## src/rtl/mbf_pkg.sv

```systemverilog
package mbf_pkg;

  localparam int unsigned BUS_W = 16;
  localparam int unsigned LANES = BUS_W / 8;

  typedef enum logic [1:0] {
    STY_STROBES = 2'd0,
    STY_LEVEL   = 2'd1,
    STY_SPLIT   = 2'd2,
    STY_OFF     = 2'd3
  } bus_style_e;

  typedef struct packed {
    logic             rd;
    logic             wr;
    logic [LANES-1:0] be;
  } bus_cmd_t;

  function automatic bus_cmd_t decode_cmd(bus_style_e st, logic [2:0] c, logic a0);
    bus_cmd_t r;
    r = '0;
    unique case (st)
      STY_STROBES: begin
        r.be = {~c[2], ~a0};
        r.rd = ~c[1];
        r.wr = ~c[0];
      end
      STY_LEVEL: begin
        if (c[2]) r.be = a0 ? 2'b10 : 2'b01;
        else      r.be = a0 ? 2'b00 : 2'b11;
        r.rd = ~c[1] & c[0];
        r.wr = ~c[1] & ~c[0];
      end
      STY_SPLIT: begin
        r.wr = ~c[0] | ~c[2];
        r.rd = ~c[1] & ~r.wr;
        r.be = r.wr ? {~c[2], ~c[0]} : 2'b11;
      end
      default: r = '0;
    endcase
    if (r.be == '0) begin
      r.rd = 1'b0;
      r.wr = 1'b0;
    end
    return r;
  endfunction

endpackage

```

## src/rtl/mbf_sync.sv

```systemverilog
module mbf_sync #(
  parameter int unsigned W       = 1,
  parameter logic [W-1:0] RST_VAL = '0
) (
  input  logic         clk,
  input  logic         rst_n,
  input  logic [W-1:0] d,
  output logic [W-1:0] q
);
  logic [W-1:0] stage1;

  always_ff @(posedge clk or negedge rst_n) begin
    if (!rst_n) begin
      stage1 <= RST_VAL;
      q      <= RST_VAL;
    end else begin
      stage1 <= d;
      q      <= stage1;
    end
  end
endmodule

```

## src/rtl/mbf_decode.sv

```systemverilog
module mbf_decode
  import mbf_pkg::*;
(
  input  logic [1:0]       style,
  input  logic [2:0]       ctl,
  input  logic             a0,
  output logic             rd,
  output logic             wr,
  output logic [LANES-1:0] be
);
  bus_cmd_t cmd;

  always_comb begin
    cmd = decode_cmd(bus_style_e'(style), ctl, a0);
    rd  = cmd.rd;
    wr  = cmd.wr;
    be  = cmd.be;
  end
endmodule

```

## src/rtl/mbf_addr_latch.sv

```systemverilog
module mbf_addr_latch #(
  parameter int unsigned ADDR_W = 20
) (
  input  logic              clk,
  input  logic              rst_n,
  input  logic              mux_mode,
  input  logic              ale_s,
  input  logic [ADDR_W-1:0] addr_in,
  output logic [ADDR_W-1:0] addr_q
);
  always_ff @(posedge clk or negedge rst_n) begin
    if (!rst_n)                    addr_q <= '0;
    else if (!mux_mode || ale_s)   addr_q <= addr_in;
  end

  // without a strobe the multiplexed address must not move
  assert_addr_hold_R1: assert property (@(posedge clk) disable iff (!rst_n)
    (mux_mode && !ale_s && $past(mux_mode)) |=> $stable(addr_q))
    else $error("address moved without strobe");
endmodule

```

## src/rtl/mbf_write_ctl.sv

```systemverilog
module mbf_write_ctl #(
  parameter int unsigned DW    = 16,
  parameter int unsigned LANES = 2
) (
  input  logic             clk,
  input  logic             rst_n,
  input  logic             wr_act,
  input  logic [LANES-1:0] be_in,
  input  logic [DW-1:0]    data_in,
  output logic             wr_pulse,
  output logic [LANES-1:0] be_hold,
  output logic [DW-1:0]    wdata
);
  logic wr_prev;

  always_ff @(posedge clk or negedge rst_n) begin
    if (!rst_n) begin
      wr_prev <= 1'b0;
      be_hold <= '0;
      wdata   <= '0;
    end else begin
      wr_prev <= wr_act;
      if (wr_act) begin
        wdata   <= data_in;
        be_hold <= wr_prev ? (be_hold | be_in) : be_in;
      end
    end
  end

  assign wr_pulse = wr_prev & ~wr_act & (be_hold != '0);

  // the write pulse never lasts longer than one clock
  assert_wr_single_R3: assert property (@(posedge clk) disable iff (!rst_n)
    wr_pulse |=> !wr_pulse)
    else $error("write pulse longer than one clock");

  // no pulse while the qualified strobe is still active
  assert_wr_after_release_R3: assert property (@(posedge clk) disable iff (!rst_n)
    wr_act |-> !wr_pulse)
    else $error("write pulse during strobe");
endmodule

```

## src/rtl/mcu_bus_front.sv

```systemverilog
module mcu_bus_front
  import mbf_pkg::*;
#(
  parameter int unsigned EXT_W = 4
) (
  input  logic                    clk,
  input  logic                    rst_n,
  input  logic                    mux_mode,
  input  logic [1:0]              bus_style,
  input  logic                    ale,
  input  logic [2:0]              bus_ctl,
  input  logic [BUS_W-1:0]        ad_in,
  output logic [BUS_W-1:0]        ad_out,
  output logic                    ad_oe,
  input  logic [EXT_W-1:0]        addr_ext,
  input  logic [BUS_W-1:0]        nm_data_in,
  output logic [BUS_W-1:0]        nm_data_out,
  output logic                    nm_data_oe,
  input  logic                    hit,
  input  logic [BUS_W-1:0]        int_rdata,
  output logic [BUS_W+EXT_W-1:0]  int_addr,
  output logic [BUS_W-1:0]        int_wdata,
  output logic [LANES-1:0]        int_be,
  output logic                    int_wr,
  output logic                    int_rd
);
  localparam int unsigned ADDR_W = BUS_W + EXT_W;
  localparam int unsigned CTL_W  = 4;
  localparam int unsigned DAT_W  = ADDR_W + BUS_W;

  // controls: {ale, ctl[2:0]}, strobes idle high, address strobe idle low
  logic [CTL_W-1:0] ctl_s;
  logic [DAT_W-1:0] dat_s;

  mbf_sync #(.W(CTL_W), .RST_VAL(4'b0111)) u_sync_ctl (
    .clk(clk), .rst_n(rst_n), .d({ale, bus_ctl}), .q(ctl_s)
  );

  // address and data travel through the same depth as the controls
  mbf_sync #(.W(DAT_W), .RST_VAL('0)) u_sync_dat (
    .clk(clk), .rst_n(rst_n),
    .d({addr_ext, ad_in, mux_mode ? ad_in : nm_data_in}),
    .q(dat_s)
  );

  logic              ale_s;
  logic [ADDR_W-1:0] addr_s;
  logic [BUS_W-1:0]  wsrc_s;
  assign ale_s  = ctl_s[3];
  assign addr_s = dat_s[DAT_W-1:BUS_W];
  assign wsrc_s = dat_s[BUS_W-1:0];

  mbf_addr_latch #(.ADDR_W(ADDR_W)) u_addr (
    .clk(clk), .rst_n(rst_n), .mux_mode(mux_mode), .ale_s(ale_s),
    .addr_in(addr_s), .addr_q(int_addr)
  );

  // aligned decode drives the internal side
  logic             a0_s, rd_s, wr_s;
  logic [LANES-1:0] be_s;
  assign a0_s = mux_mode ? int_addr[0] : addr_s[0];

  mbf_decode u_dec_sync (
    .style(bus_style), .ctl(ctl_s[2:0]), .a0(a0_s),
    .rd(rd_s), .wr(wr_s), .be(be_s)
  );

  // pin-level decode drives only the bus output enables
  logic             a0_p, rd_p, wr_p;
  logic [LANES-1:0] be_p;
  assign a0_p = mux_mode ? int_addr[0] : ad_in[0];

  mbf_decode u_dec_pin (
    .style(bus_style), .ctl(bus_ctl), .a0(a0_p),
    .rd(rd_p), .wr(wr_p), .be(be_p)
  );

  logic [LANES-1:0] be_wr;
  mbf_write_ctl #(.DW(BUS_W), .LANES(LANES)) u_wr (
    .clk(clk), .rst_n(rst_n), .wr_act(wr_s), .be_in(be_s), .data_in(wsrc_s),
    .wr_pulse(int_wr), .be_hold(be_wr), .wdata(int_wdata)
  );

  assign int_rd = rd_s;
  assign int_be = rd_s ? be_s : be_wr;

  logic drive;
  assign drive       = rst_n & hit & rd_p & ~wr_p;
  assign ad_oe       = drive & mux_mode;
  assign nm_data_oe  = drive & ~mux_mode;
  assign ad_out      = int_rdata;
  assign nm_data_out = int_rdata;

  // a driven bus always has a decoder hit behind it
  assert_oe_hit_R7: assert property (@(posedge clk) disable iff (!rst_n)
    (ad_oe || nm_data_oe) |-> hit)
    else $error("bus driven without hit");

  // the two data ports are never driven together
  assert_oe_excl_R7: assert property (@(posedge clk) disable iff (!rst_n)
    !(ad_oe && nm_data_oe))
    else $error("both data ports driven");

  // an internal read always names at least one lane
  assert_rd_lanes_R9: assert property (@(posedge clk) disable iff (!rst_n)
    int_rd |-> (int_be != '0))
    else $error("read with no lanes");

  // nothing drives the bus while reset is held
  always_comb begin
    if (rst_n == 1'b0) begin
      assert_oe_reset_R8: assert (!ad_oe && !nm_data_oe)
        else $error("bus driven during reset");
    end
  end
endmodule

```

## config.mk

```make
export PLATFORM = sky130hd
export DESIGN_NAME = mcu_bus_front
export DESIGN_NICKNAME = d
export VERILOG_FILES = /design/src/rtl/mbf_pkg.sv /design/src/rtl/mbf_sync.sv /design/src/rtl/mbf_decode.sv /design/src/rtl/mbf_addr_latch.sv /design/src/rtl/mbf_write_ctl.sv /design/src/rtl/mcu_bus_front.sv
export SDC_FILE = /design/constraint.sdc
export NUM_CORES = 1
export LEC_CHECK = 0
export BUFFER_PORTS_ARGS = -buffer_cell sky130_fd_sc_hd__buf_2
export CAP_MARGIN = 5
export CORE_ASPECT_RATIO = 0.8
export CORE_MARGIN = 3
export CORE_UTILIZATION = 50
export CTS_CLUSTER_DIAMETER = 50
export DETAILED_ROUTE_END_ITERATION = 10
export PLACE_DENSITY = 0.77
export SLEW_MARGIN = 20
export SYNTH_ARGS = -nofsm -noshare
export SYNTH_HDL_FRONTEND = slang
export SYNTH_HIERARCHICAL = 1
export SYNTH_SLANG_ARGS = --single-unit
```

## constraint.sdc

```tcl
create_clock -name clk -period 2.9 [get_ports clk]
set_input_delay 0.435 -clock clk [delete_from_list [all_inputs] [get_ports clk]]
set_output_delay 0.435 -clock clk [all_outputs]
set_load 0.005 [all_outputs]
```

* After elaboration in Yosys (flattened, before gate mapping)
Index checks and enable logic that the tools add are counted.
** Word-level totals
- Bits in registers :: 119
- Output and inout bits :: 74
- Logic and storage cells :: 62
** Operators by class
- Equal/unequal tests :: 2
- Muxes and demuxes :: 17
- Bitwise logic cells :: 29
- Reduce and logical (&&, ||, !) cells :: 6
** Operators with widths (number)
- 2-to-1 mux 2 bit :: 12
- case mux 4 bit (3 select lines) :: 2
- 2-to-1 mux 16 bit :: 1
- bitwise AND 1 bit :: 13
- inverter 1 bit :: 13
- zero test 2 bit :: 3
- == test 2 x 1 -> 1 bit, second input constant :: 1
- == test 2 bit, second input constant :: 1
- 2-to-1 mux 1 bit :: 2
- OR 1 bit :: 2
- OR 2 bit :: 1
- nonzero test 2 bit :: 1
- zero test 1 bit :: 1
- logical OR 1 bit :: 1

* Logic depth before layout (Yosys ltp)
Gate-level depths: netlist of run 1.
- Depth in word-level cells :: 10
- Gate-level depth with buffers :: 11
- Mapped depth without buffers :: 9

* Hierarchy
Netlist of run 1, hierarchy kept.
** By module, submodules not included
- mbf_sync (u_sync_dat) :: instances 1, cells each 72, area an instance 1801.7 µm², sequential area each 1801.7 µm²
- mbf_addr_latch :: instances 1, cells each 43, area an instance 837.1 µm², sequential area each 500.5 µm²
- mbf_write_ctl :: instances 1, cells each 42, area an instance 780.7 µm², sequential area each 475.5 µm²
- mcu_bus_front :: instances 1, cells each 61, area an instance 563.0 µm², sequential area each 0.0 µm²
- mbf_decode :: instances 2, cells each 26, area an instance 217.7 µm², sequential area each 0.0 µm²
- mbf_sync (u_sync_ctl) :: instances 1, cells each 8, area an instance 207.7 µm², sequential area each 207.7 µm²

* Worst setup path after synthesis of run 1
Ideal clock, no wire load.
- Path kind :: input to output
- Start :: in mux_mode
- End :: out int_be[0]
- Arrival time :: 1.991 ns
- Required time :: 2.465 ns
- Slack :: 0.474 ns
- Stages :: 8
- Buffers on the path :: 1
- Cell sequence :: buf_6 -> o21ai_0 -> inv_1 -> ha_1 -> nor2_1 -> mux2i_1 -> a221oi_2 -> mux2_2
** Between the ends
- Cells in the longest elaborated chain, start to end :: 7
- Elaborated cells between the ends (all ways) :: 9
** RTL lines
- from (decl) :: line mcu_bus_front.sv:8 : input logic mux_mode,
- 2-to-1 mux 1 bit * :: line mcu_bus_front.sv:61 : assign a0_s = mux_mode ? int_addr[0] : addr_s[0];
- named net a0_s :: line mcu_bus_front.sv:59 : logic a0_s, rd_s, wr_s;
- 2-to-1 mux 2 bit (on tied branches) :: line mbf_pkg.sv:30, mbf_pkg.sv:29
- 2-to-1 mux 2 bit :: line mbf_pkg.sv:29 : if (c[2]) r.be = a0 ? 2'b10 : 2'b01;
- case mux 4 bit (3 select lines) * :: line mbf_pkg.sv:22 : unique case (st)
- zero test 2 bit * :: line mbf_pkg.sv:41 : if (r.be == '0) begin
- 2-to-1 mux 2 bit * :: line mbf_pkg.sv:41
- named net int_rd :: line mcu_bus_front.sv:25 : output logic int_rd
- 2-to-1 mux 2 bit * :: line mcu_bus_front.sv:85 : assign int_be = rd_s ? be_s : be_wr;
- to (decl) :: line mcu_bus_front.sv:23 : output logic [LANES-1:0] int_be,
The timed path passes the listed nets; every way through them passes the cells marked *.

* Final worst setup path of run 1
- Start :: reg u_sync_ctl.q[2]
- End :: out int_be[1]
** Between the ends
- Cells in the longest elaborated chain, start to end :: 7
- Elaborated cells between the ends (all ways) :: 10
** RTL lines
- from (decl) :: line mbf_sync.sv:8 : output logic [W-1:0] q
- from (signal assigned) :: line mbf_sync.sv:18 : q <= stage1;
- inverter 1 bit :: line mbf_pkg.sv:24, mbf_pkg.sv:35, mbf_pkg.sv:37
- OR 1 bit :: line mbf_pkg.sv:35 : r.wr = ~c[0] | ~c[2];
- 2-to-1 mux 2 bit / inverter 1 bit (equally long branches) :: line mbf_pkg.sv:37, mbf_pkg.sv:36
- case mux 4 bit (3 select lines) * :: line mbf_pkg.sv:22
- zero test 2 bit / case mux 4 bit (3 select lines) (equally long branches) :: line mbf_pkg.sv:41, mbf_pkg.sv:22
- 2-to-1 mux 2 bit :: line mbf_pkg.sv:41
- 2-to-1 mux 2 bit * :: line mcu_bus_front.sv:85
Every way passes the cells marked *; elsewhere a longest branch is shown, timed or not.

==> impl_metrics.json, run 1 <==
{
  "dieHeight_um": 91.8,
  "grt_pass1_vias": 2405,
  "drive_above_1_share_pct": 56.4,
  "final_core_util_pct": 64.0,
  "critPathArrivalTime_ps": 2330,
  "avgSynthCellArea_um2": 16.8,
  "cts_buffers": 17,
  "min_period_ps": 2770,
  "grt-ovfl-total": 0,
  "ys_warn_count": 6,
  "final_common_cell": "dfrtp_1",
  "nets": 414,
  "drv_cap": 0,
  "rows": 30,
  "path_cells": "inv_1 > ha_4 > nor2_2 > mux2i_1 > a221oi_2 > mux2_4 > buf_2",
  "wl_met1_um": 3310,
  "ir_drop_v": 0.000684,
  "fmax_ghz": 0.361,
  "power_leakage_nw": 2.74,
  "crit_slowest_cell": "dfstp_2",
  "layout_common_cells": "dfrtp_1 (113), buf_2 (86), mux2_4 (53)",
  "initialDrtViolationCount": 125,
  "holdBufCountCts": 0,
  "io_buffer_count": 87,
  "finClkSkew_ps": 9.50,
  "route.met3.wl_um": 504,
  "core_area_um2": 8710,
  "power_density_nw_per_um2": 790,
  "grt_max_degree": 120,
  "drtPass1Iterations": 4,
  "finalHoldViolCount": 0,
  "antenna_found_initial": 1,
  "cp_num_buf_inv": 2,
  "n_fill_cell": 634,
  "num_vias": 2274,
  "drt-wirelength-per-cell_um": 16.5,
  "crit_fanout": 4,
  "finalMaxSlewViolations": 0,
  "clk-insertion-delay-late_ps": 390,
  "clock_sinks": 119,
  "critPathTopFamily": "flip-flops",
  "multi_input_area_um2": 1280,
  "post-route-drc-count": 0,
  "critPathKind": "flop to output port",
  "syn_nets": 339,
  "hpwlAfterDp_um": 5000,
  "relSlewSlack_pct": 60.0,
  "design_area_um2": 5570,
  "io_pins": 136,
  "dp_cells": 438,
  "die_x_um": 113,
  "dieArea_um2": 10400,
  "highest_layer": "met5",
  "cts_tree": "done",
  "initial_utilization_pct": 52.8,
  "synthCells": 273,
  "seq_area_um2": 2990,
  "htreeDepth": 4,
  "tightest_slew_ps": 600,
  "setup_viol": 0,
  "drt_wl_total_um": 7770,
  "drtAntennaViolNets": 0,
  "clk_path_buf_depth": 2,
  "slowest_delay_ps": 560,
  "cts-root-buf": "clkbuf_16",
  "vias_per_cell": 4.84,
  "synthToLayoutAreaGrowth_pct": 21.2,
  "syn_area_um2": 4600,
  "dpl-instance-area_um2": 4930,
  "stdcell_count": 470,
  "finalCritPeriodShare_pct": 95.5,
  "dp_slack_ps": 229,
  "startpoint_type": "flop",
  "wl_met2_um": 3860,
  "num_antenna_cells": 0,
  "place_congestion": 0.765,
  "cts.clk_slew.worst_paths_ps": 50,
  "track_usage_pct": 15.9,
  "fin_hold_ws_ps": 135,
  "required_ps": 2470,
  "hp-class": "input pin to async pin",
  "timing.final.ws_setup_ps": 130,
  "end_kind": "output port",
  "outcome": "finished clean",
  "grt_first_pass_wirelength_um": 12500
}
[metal layers]
metal,vias up,GRT usage (%)
met4,2,5.61
met5,-,0
met3,20,6.33
met1,1126,20.2
li1,1047,-
met2,79,24.9
[worst register-to-register path, cell delays in order (launching register included)]
cell       delay [ps]
dfrtp_1           400
nand2_1            90
o21ai_1            80
inv_1             110
ha_1              230
nand4bb_1         180
a21oi_1           130
o311ai_4          270
buf_4             320
mux2_4            350
[metrics by stage]
stage / power, mW / TNS (ps)
3_3_place_gp: 2.34 / 0
3_5_place_dp: 2.36 / 0
4_1_cts: 4.45 / 0
6_report: 4.40 / 0
2_1_floorplan: 2.19 / 0
5_1_grt: 4.60 / -20.4
[state kept, by name (all words and copies together), names as in the netlist]
| signal | count |
|---|---|
| u_sync_dat/stage1 | 36 |
| u_wr/be_hold | 2 |
| u_wr/wr_prev | 1 |
| u_addr/addr_q | 20 |
| u_sync_ctl/stage1 | 4 |
| u_sync_dat/q | 36 |
| u_wr/wdata | 16 |
| u_sync_ctl/q | 4 |
[final timing paths]
check / to / slack, ps / cells after the start / startpoint
setup / recovery: int_be[1] / 130 / 7 / u_sync_ctl/q[2]$_DFF_PN1_
hold / removal: u_sync_dat/q[16]$_DFF_PN0_ / 140 / 2 / rst_n
setup reg to reg: u_wr/wdata[12]$_DFFE_PN0P_ / 630 / 9 / u_addr/addr_q[0]$_DFFE_PN0P_
hold reg to reg: u_sync_dat/q[17]$_DFF_PN0_ / 340 / 0 / u_sync_dat/stage1[17]$_DFF_PN0_
max in group asynchronous: u_sync_dat/stage1[16]$_DFF_PN0_ / 2300 / 2 / rst_n
min in group clk: u_sync_ctl/stage1[3]$_DFF_PN0_ / 150 / 1 / ale
[report_power, final]
part           switching, mW  internal [mW]
combinational          0.190          0.270
clock                  0.657           1.40
sequential            0.0725           1.81
total                  0.919           3.48
[timing repair]
| item | CTS | global route |
|---|---|---|
| gates resized for setup | 0 | 7 |
| setup endpoints to repair | 0 | 4 |
| buffers inserted | 0 | 3 |
[cell type report]
type / count / share of cell area [%]
sequential: 119 / 53.6
multi-input combinational: 105 / 23.0
timing repair buffer: 94 / 9.03
clock buffer: 21 / 8.44
tap: 112 / 2.52
clock inverter: 8 / 2.22
inverter: 11 / 1.24
(Power assumes the default switching activity.)
==> run 2: changes to the inputs <==
--- a/config.mk
+++ b/config.mk
@@ -7,7 +7,7 @@
 export LEC_CHECK = 0
 export BUFFER_PORTS_ARGS = -buffer_cell sky130_fd_sc_hd__buf_2
 export CAP_MARGIN = 5
-export CORE_ASPECT_RATIO = 0.8
+export CORE_ASPECT_RATIO = 0.6
 export CORE_MARGIN = 3
 export CORE_UTILIZATION = 50
 export CTS_CLUSTER_DIAMETER = 50
==> constraint.sdc (replaced) <==
create_clock -name clk -period 2.8 [get_ports clk]
set_input_delay 0.42 -clock clk [delete_from_list [all_inputs] [get_ports clk]]
set_output_delay 0.42 -clock clk [all_outputs]
set_load 0.01 [all_outputs]
==> impl_metrics.json, run 2 (synthesis gave the netlist of run 1 again) <==
{
  "outcome": "finished clean",
  "switching_share_pct": 22.2,
  "n_fill_cell": 613,
  "worstHoldEndpoint": "u_sync_ctl/stage1[3]$_DFF_PN0_",
  "power_density_nw_per_um2": 850,
  "timing.rr.end": "u_wr/wdata[11]$_DFFE_PN0P_",
  "io_pins": 136,
  "vias_per_cell": 4.95,
  "clk_path_buf_depth": 2,
  "power_mw": 4.85,
  "track_usage_pct": 16.1,
  "io_buffer_count": 87,
  "relSlewSlack_pct": 59.4,
  "finClkSkew_ps": 7.61,
  "regToRegStartpoint": "u_addr/addr_q[0]$_DFFE_PN0P_",
  "post-route-drc-count": 0,
  "dieArea_um2": 10400,
  "place_congestion": 0.835,
  "grt_max_degree": 120,
  "startpoint_type": "flop",
  "critPathArrivalTime_ps": 2280,
  "fin_tns_setup_ps": 0,
  "r2r_cells": 9,
  "layout_common_cells": "dfrtp_1 (113), buf_2 (86), mux2_4 (53)",
  "drt-wirelength-per-cell_um": 16.5,
  "setup_viol": 0,
  "drtAntennaViolNets": 0,
  "htreeDepth": 4,
  "fmax_ghz": 0.371,
  "min_period_ps": 2700,
  "clock_sinks": 119,
  "die_x_um": 130,
  "cts_buffers": 17,
  "end_kind": "output port",
  "holdBufCountCts": 0,
  "cts.clk_slew.worst_paths_ps": 50,
  "ir_drop_v": 0.000481,
  "final_core_util_pct": 65.5,
  "combinationalPowerShare_pct": 10.9,
  "ff2ff_setup_slack_ps": 550,
  "switchingPower_mw": 1.08,
  "clk-insertion-delay-late_ps": 400,
  "hpwlAfterDp_um": 5020,
  "power_leakage_nw": 2.78,
  "cts_tree": "done",
  "drt_wl_total_um": 7850,
  "finalHoldViolCount": 0,
  "hold_depth": 1,
  "p_seq_share_pct": 40.2,
  "grt_use_met3_pct": 7.11,
  "num_vias": 2355,
  "grt_pass1_vias": 2461,
  "cts-root-buf": "clkbuf_16",
  "num_antenna_cells": 0,
  "clockPowerShare_pct": 48.9,
  "drv_cap": 0,
  "grt_first_pass_wirelength_um": 12400,
  "final_common_cell": "dfrtp_1",
  "synthToLayoutAreaGrowth_pct": 24.2,
  "required_ps": 2380,
  "grt_use_met2_pct": 24.4,
  "initialDrtViolationCount": 126,
  "critPathKind": "flop to output port",
  "use_met1_pct": 20.6,
  "hold_start": "ale",
  "initial_utilization_pct": 52.7,
  "finalMaxSlewViolations": 0,
  "stdcell_count": 476,
  "rows": 26,
  "drtPass1Iterations": 5,
  "p_int_mw": 3.78,
  "antenna_found_initial": 0,
  "drive_above_1_share_pct": 59.9,
  "grt-ovfl-total": 0,
  "finalCritPeriodShare_pct": 96.4,
  "hp-class": "input pin to flop",
  "multi_input_area_um2": 1330,
  "crit_fanout": 2,
  "reg_top3": "u_sync_dat/q (36), u_sync_dat/stage1 (36), u_addr/addr_q (20)",
  "busiest_layer": "met2",
  "dieHeight_um": 80.3,
  "nets": 417,
  "core_area_um2": 8720,
  "tightest_slew_ps": 610,
  "dp_cells": 440,
  "seq_area_um2": 2990
}
==> run 2: cell count changes in the layout (fill, tap and decap cells not counted), sizes merged <==
| cell | before | now |
|---|---|---|
| inv | 9 | 11 |
| bufinv | 5 | 7 |
| clkbuf | 21 | 18 |
| clkinvlp | 2 | 3 |
| buf | 94 | 97 |
| clkinv | 3 | 4 |
==> run 2: area by class of cell <==
type	count	share of cell area, %
sequential	119	52.3
clock inverter	14	3.88
multi-input combinational	105	23.3
tap	112	2.45
timing repair buffer	97	9.20
inverter	11	1.21
clock buffer	18	7.69
==> run 2: through the flow <==
stage	hold slack (ps)	area, um2	setup slack, ps
2_1_floorplan	124	4600	312
3_3_place_gp	332	4940	136
3_5_place_dp	335	4940	89.4
4_1_cts	106	5630	12.8
5_1_grt	105	5710	-32.3
6_report	126	5710	101
==> run 2: power by group through the flow <==
stage	Sequential [mW]	Clock, mW	Combinational, mW
after floorplan	1.99	0	0.317
after global placement	1.97	0	0.490
after global routing	1.97	2.51	0.573
after CTS	1.95	2.42	0.513
after detailed placement	1.98	0	0.504
final	1.95	2.38	0.528
==> run 2: critical path: stages (launching register included) <==
cell	delay [ps]
dfrtp_1	360
nand2_1	100
o21ai_2	80
inv_1	90
ha_2	200
nand4bb_4	240
a21oi_2	170
o311ai_1	100
nand4b_1	240
nor2_2	150
buf_2	140
==> run 2: timing repair <==
action,in CTS,in global routing
buffers inserted,3,1
endpoints found under the setup margin,2,5
gates resized for setup,3,13
pin swaps,1,5
==> run 2: layer usage <==
| layer | part of all wire (%) | routed length [um] | vias to the layer above |
|---|---|---|---|
| li1 | - | - | 1057 |
| met2 | 49 | 3860 | 85 |
| met5 | 0 | 0 | - |
| met3 | 5.7 | 448 | 4 |
| met4 | 0.69 | 54 | 0 |
| met1 | 44 | 3480 | 1209 |
==> run 2: how the worst max path moves through the flow <==
stage	start	slack [ps]	endpoint	cells past startpoint
after global routing	u_sync_dat/q[16]$_DFF_PN0_	-30	int_wr	9
final	u_addr/addr_q[0]$_DFFE_PN0P_	100	nm_data_oe	10
after global placement	mux_mode	140	int_be[0]	9
after floorplan	mux_mode	310	int_be[0]	8
after CTS	u_sync_dat/q[16]$_DFF_PN0_	10	int_be[0]	9
after detailed placement	mux_mode	90	int_be[0]	9
==> run 3: changes to the inputs <==
--- a/config.mk
+++ b/config.mk
@@ -12,9 +12,8 @@
 export CORE_UTILIZATION = 50
 export CTS_CLUSTER_DIAMETER = 50
 export DETAILED_ROUTE_END_ITERATION = 10
-export PLACE_DENSITY = 0.77
+export PLACE_DENSITY = 0.78
 export SLEW_MARGIN = 20
 export SYNTH_ARGS = -nofsm -noshare
 export SYNTH_HDL_FRONTEND = slang
-export SYNTH_HIERARCHICAL = 1
 export SYNTH_SLANG_ARGS = --single-unit
==> impl_metrics.json, run 3 <==
{
  "dpl-instance-area_um2": 4610,
  "dp_slack_ps": 264,
  "hpwlAfterDp_um": 4800,
  "fmax_ghz": 0.372,
  "busiest_layer": "met2",
  "tightest_slew_ps": 753,
  "synthCells": 262,
  "slowest_delay_ps": 560,
  "finalMaxSlewViolations": 0,
  "grt_use_met2_pct": 23.7,
  "dieHeight_um": 77.7,
  "cts_buffers": 17,
  "worstSetupStartpoint": "u_sync_ctl.q[2]$_DFF_PN1_",
  "drtPass1Iterations": 4,
  "die_x_um": 125,
  "grt_use_met3_pct": 6.67,
  "io_buffer_count": 87,
  "rsz0062_at_grt": "no",
  "critPathTopFamily": "compound AO/OA/AOI/OAI gates",
  "yosysMostFrequentCell": "dfrtp_1",
  "post-route-drc-count": 0,
  "cts_tree": "done",
  "grt_max_degree": 64,
  "fin_tns_setup_ps": 0,
  "setup_viol": 0,
  "num_antenna_cells": 0,
  "final_core_util_pct": 64.7,
  "design_area_um2": 5250,
  "layout_common_cells": "dfrtp_1 (113), buf_2 (86), mux2_2 (44)",
  "startpoint_type": "flop",
  "crit_slowest_cell": "dfstp_2",
  "cts-root-buf": "clkbuf_16",
  "critPathKind": "flop to output port",
  "post-synth-top-area-cell": "dfrtp_1",
  "syn_nets": 328,
  "place_congestion": 0.771,
  "core_area_um2": 8100,
  "track_usage_pct": 16.4,
  "synthToLayoutAreaGrowth_pct": 22.5,
  "timing.final.ws_setup_ps": 114,
  "yosysUniqueCellTypes": 39,
  "cp_num_buf_inv": 2,
  "hp-class": "input pin to flop",
  "ir_drop_v": 0.000492,
  "clk-insertion-delay-late_ps": 400,
  "synth-seq-cells": 119,
  "synth_area_leaders": "dfrtp_1 (66%), mux2_2 (12%), buf_4 (5.6%)",
  "relSlewSlack_pct": 49.8,
  "grt-ovfl-total": 0,
  "syn_area_um2": 4280,
  "rows": 25,
  "critPathArrivalTime_ps": 2270,
  "hold_start": "addr_ext[3]",
  "nets": 401,
  "path_cells": "inv_1 > ha_1 > o21ai_0 > o31a_4 > o311ai_0 > a21o_1 > buf_2",
  "grt_first_pass_wirelength_um": 12000,
  "initial_utilization_pct": 52.8,
  "synth-edff-count": 0,
  "finalHoldViolCount": 0,
  "drv_cap": 0,
  "regToRegStartpoint": "u_sync_ctl.q[2]$_DFF_PN1_",
  "outcome": "finished clean",
  "end_kind": "output port",
  "drtAntennaViolNets": 0,
  "drive_above_1_share_pct": 54.0,
  "vias_per_cell": 4.80,
  "power_density_nw_per_um2": 877,
  "clock_sinks": 119,
  "min_period_ps": 2690,
  "initialDrtViolationCount": 63,
  "htreeDepth": 4,
  "grt_pass1_vias": 2372,
  "drt_wl_total_um": 7060,
  "ys_warn_count": 0,
  "crit_fanout": 5,
  "cts_setup_buffers": 0,
  "dieArea_um2": 9750,
  "power_leakage_nw": 2.51,
  "io_pins": 136,
  "fin_hold_ws_ps": 124,
  "ys_seq_area_share_pct": 69.7,
  "final_common_cell": "dfrtp_1",
  "ff2ff_setup_slack_ps": 490,
  "use_met1_pct": 20.9,
  "finClkSkew_ps": 13.5,
  "synth_top_flop_cell": "dfrtp_1",
  "num_vias": 2188,
  "finalCritPeriodShare_pct": 95.9,
  "cts.clk_slew.worst_paths_ps": 50,
  "ys_async_sr_fraction_pct": 100,
  "antenna_found_initial": 0,
  "reg_top3": "u_sync_dat.q (36), u_sync_dat.stage1 (36), u_addr.addr_q (20)",
  "avgSynthCellArea_um2": 16.3,
  "yosysTopAreaCellShare_pct": 66.0,
  "ys_top_cells_by_count": "dfrtp_1 (113), mux2_2 (44), buf_4 (32)",
  "required_ps": 2380,
  "drt-wirelength-per-cell_um": 15.5,
  "clk_path_buf_depth": 2
}
-- run 3: routing by layer --
metal	vias to the layer above	wire length, um
li1	1008	-
met3	14	530
met1	1087	3110
met5	-	0
met4	0	131
met2	79	3290
-- run 3: stage by stage --
step / instances / power, mW
6_report: 456 / 4.60
5_1_grt: 456 / 4.81
4_1_cts: 456 / 4.66
3_5_place_dp: 424 / 2.44
3_3_place_gp: 424 / 2.42
2_1_floorplan: 262 / 2.27
-- run 3: repair_timing --
item / in CTS / in global routing
setup endpoints to repair: 0 / 2
gates resized for setup: 0 / 2
hold buffers: 0 / 0
-- run 3: where the power goes --
| part | switching, mW | internal [mW] | leakage, nW | total [mW] |
|---|---|---|---|---|
| registers | 0.0752 | 1.89 | 1.38 | 1.96 |
| clock network | 0.679 | 1.51 | 0.306 | 2.19 |
| logic | 0.216 | 0.231 | 0.821 | 0.447 |
-- run 3: worst register-to-register path: stages (launching register included) --
cell and delay (ps):
dfstp_2 560, inv_1 70, ha_1 280, o21ai_0 100
o31a_4 160, o32ai_4 300, buf_4 350, mux2_2 380
-- run 3: path summary, 6_finish.rpt --
path                                              endpoint  cells after the start
max in group asynchronous    u_addr.addr_q[15]$_DFFE_PN0P_                      2
min                        u_sync_dat.stage1[35]$_DFF_PN0_                      1
min in group asynchronous        u_wr.wdata[1]$_DFFE_PN0P_                      2
min reg2reg                     u_sync_dat.q[32]$_DFF_PN0_                      0
max reg2reg                      u_wr.wdata[1]$_DFFE_PN0P_                      7
max                                              int_be[0]                      7
-- run 3: cell families after synthesis --
| kind of cell | after synthesis | synth area share [%] |
|---|---|---|
| and+or+nand+nor | 22 | 3.04 |
| AOI/OAI and AO/OA | 17 | 3.92 |
| buffers and inverters | 46 | 7.31 |
| adders and majority gates | 4 | 1.17 |
| DFF | 119 | 69.7 |
| muxes | 54 | 14.8 |
-- run 3: cell type report --
type | instances | area, um2
sequential | 119 | 2990
fill | 596 | 2860
multi-input combinational | 97 | 996
clock buffer | 24 | 502
timing repair buffer | 93 | 483
tap | 108 | 135
clock inverter | 8 | 118
inverter | 7 | 26.3
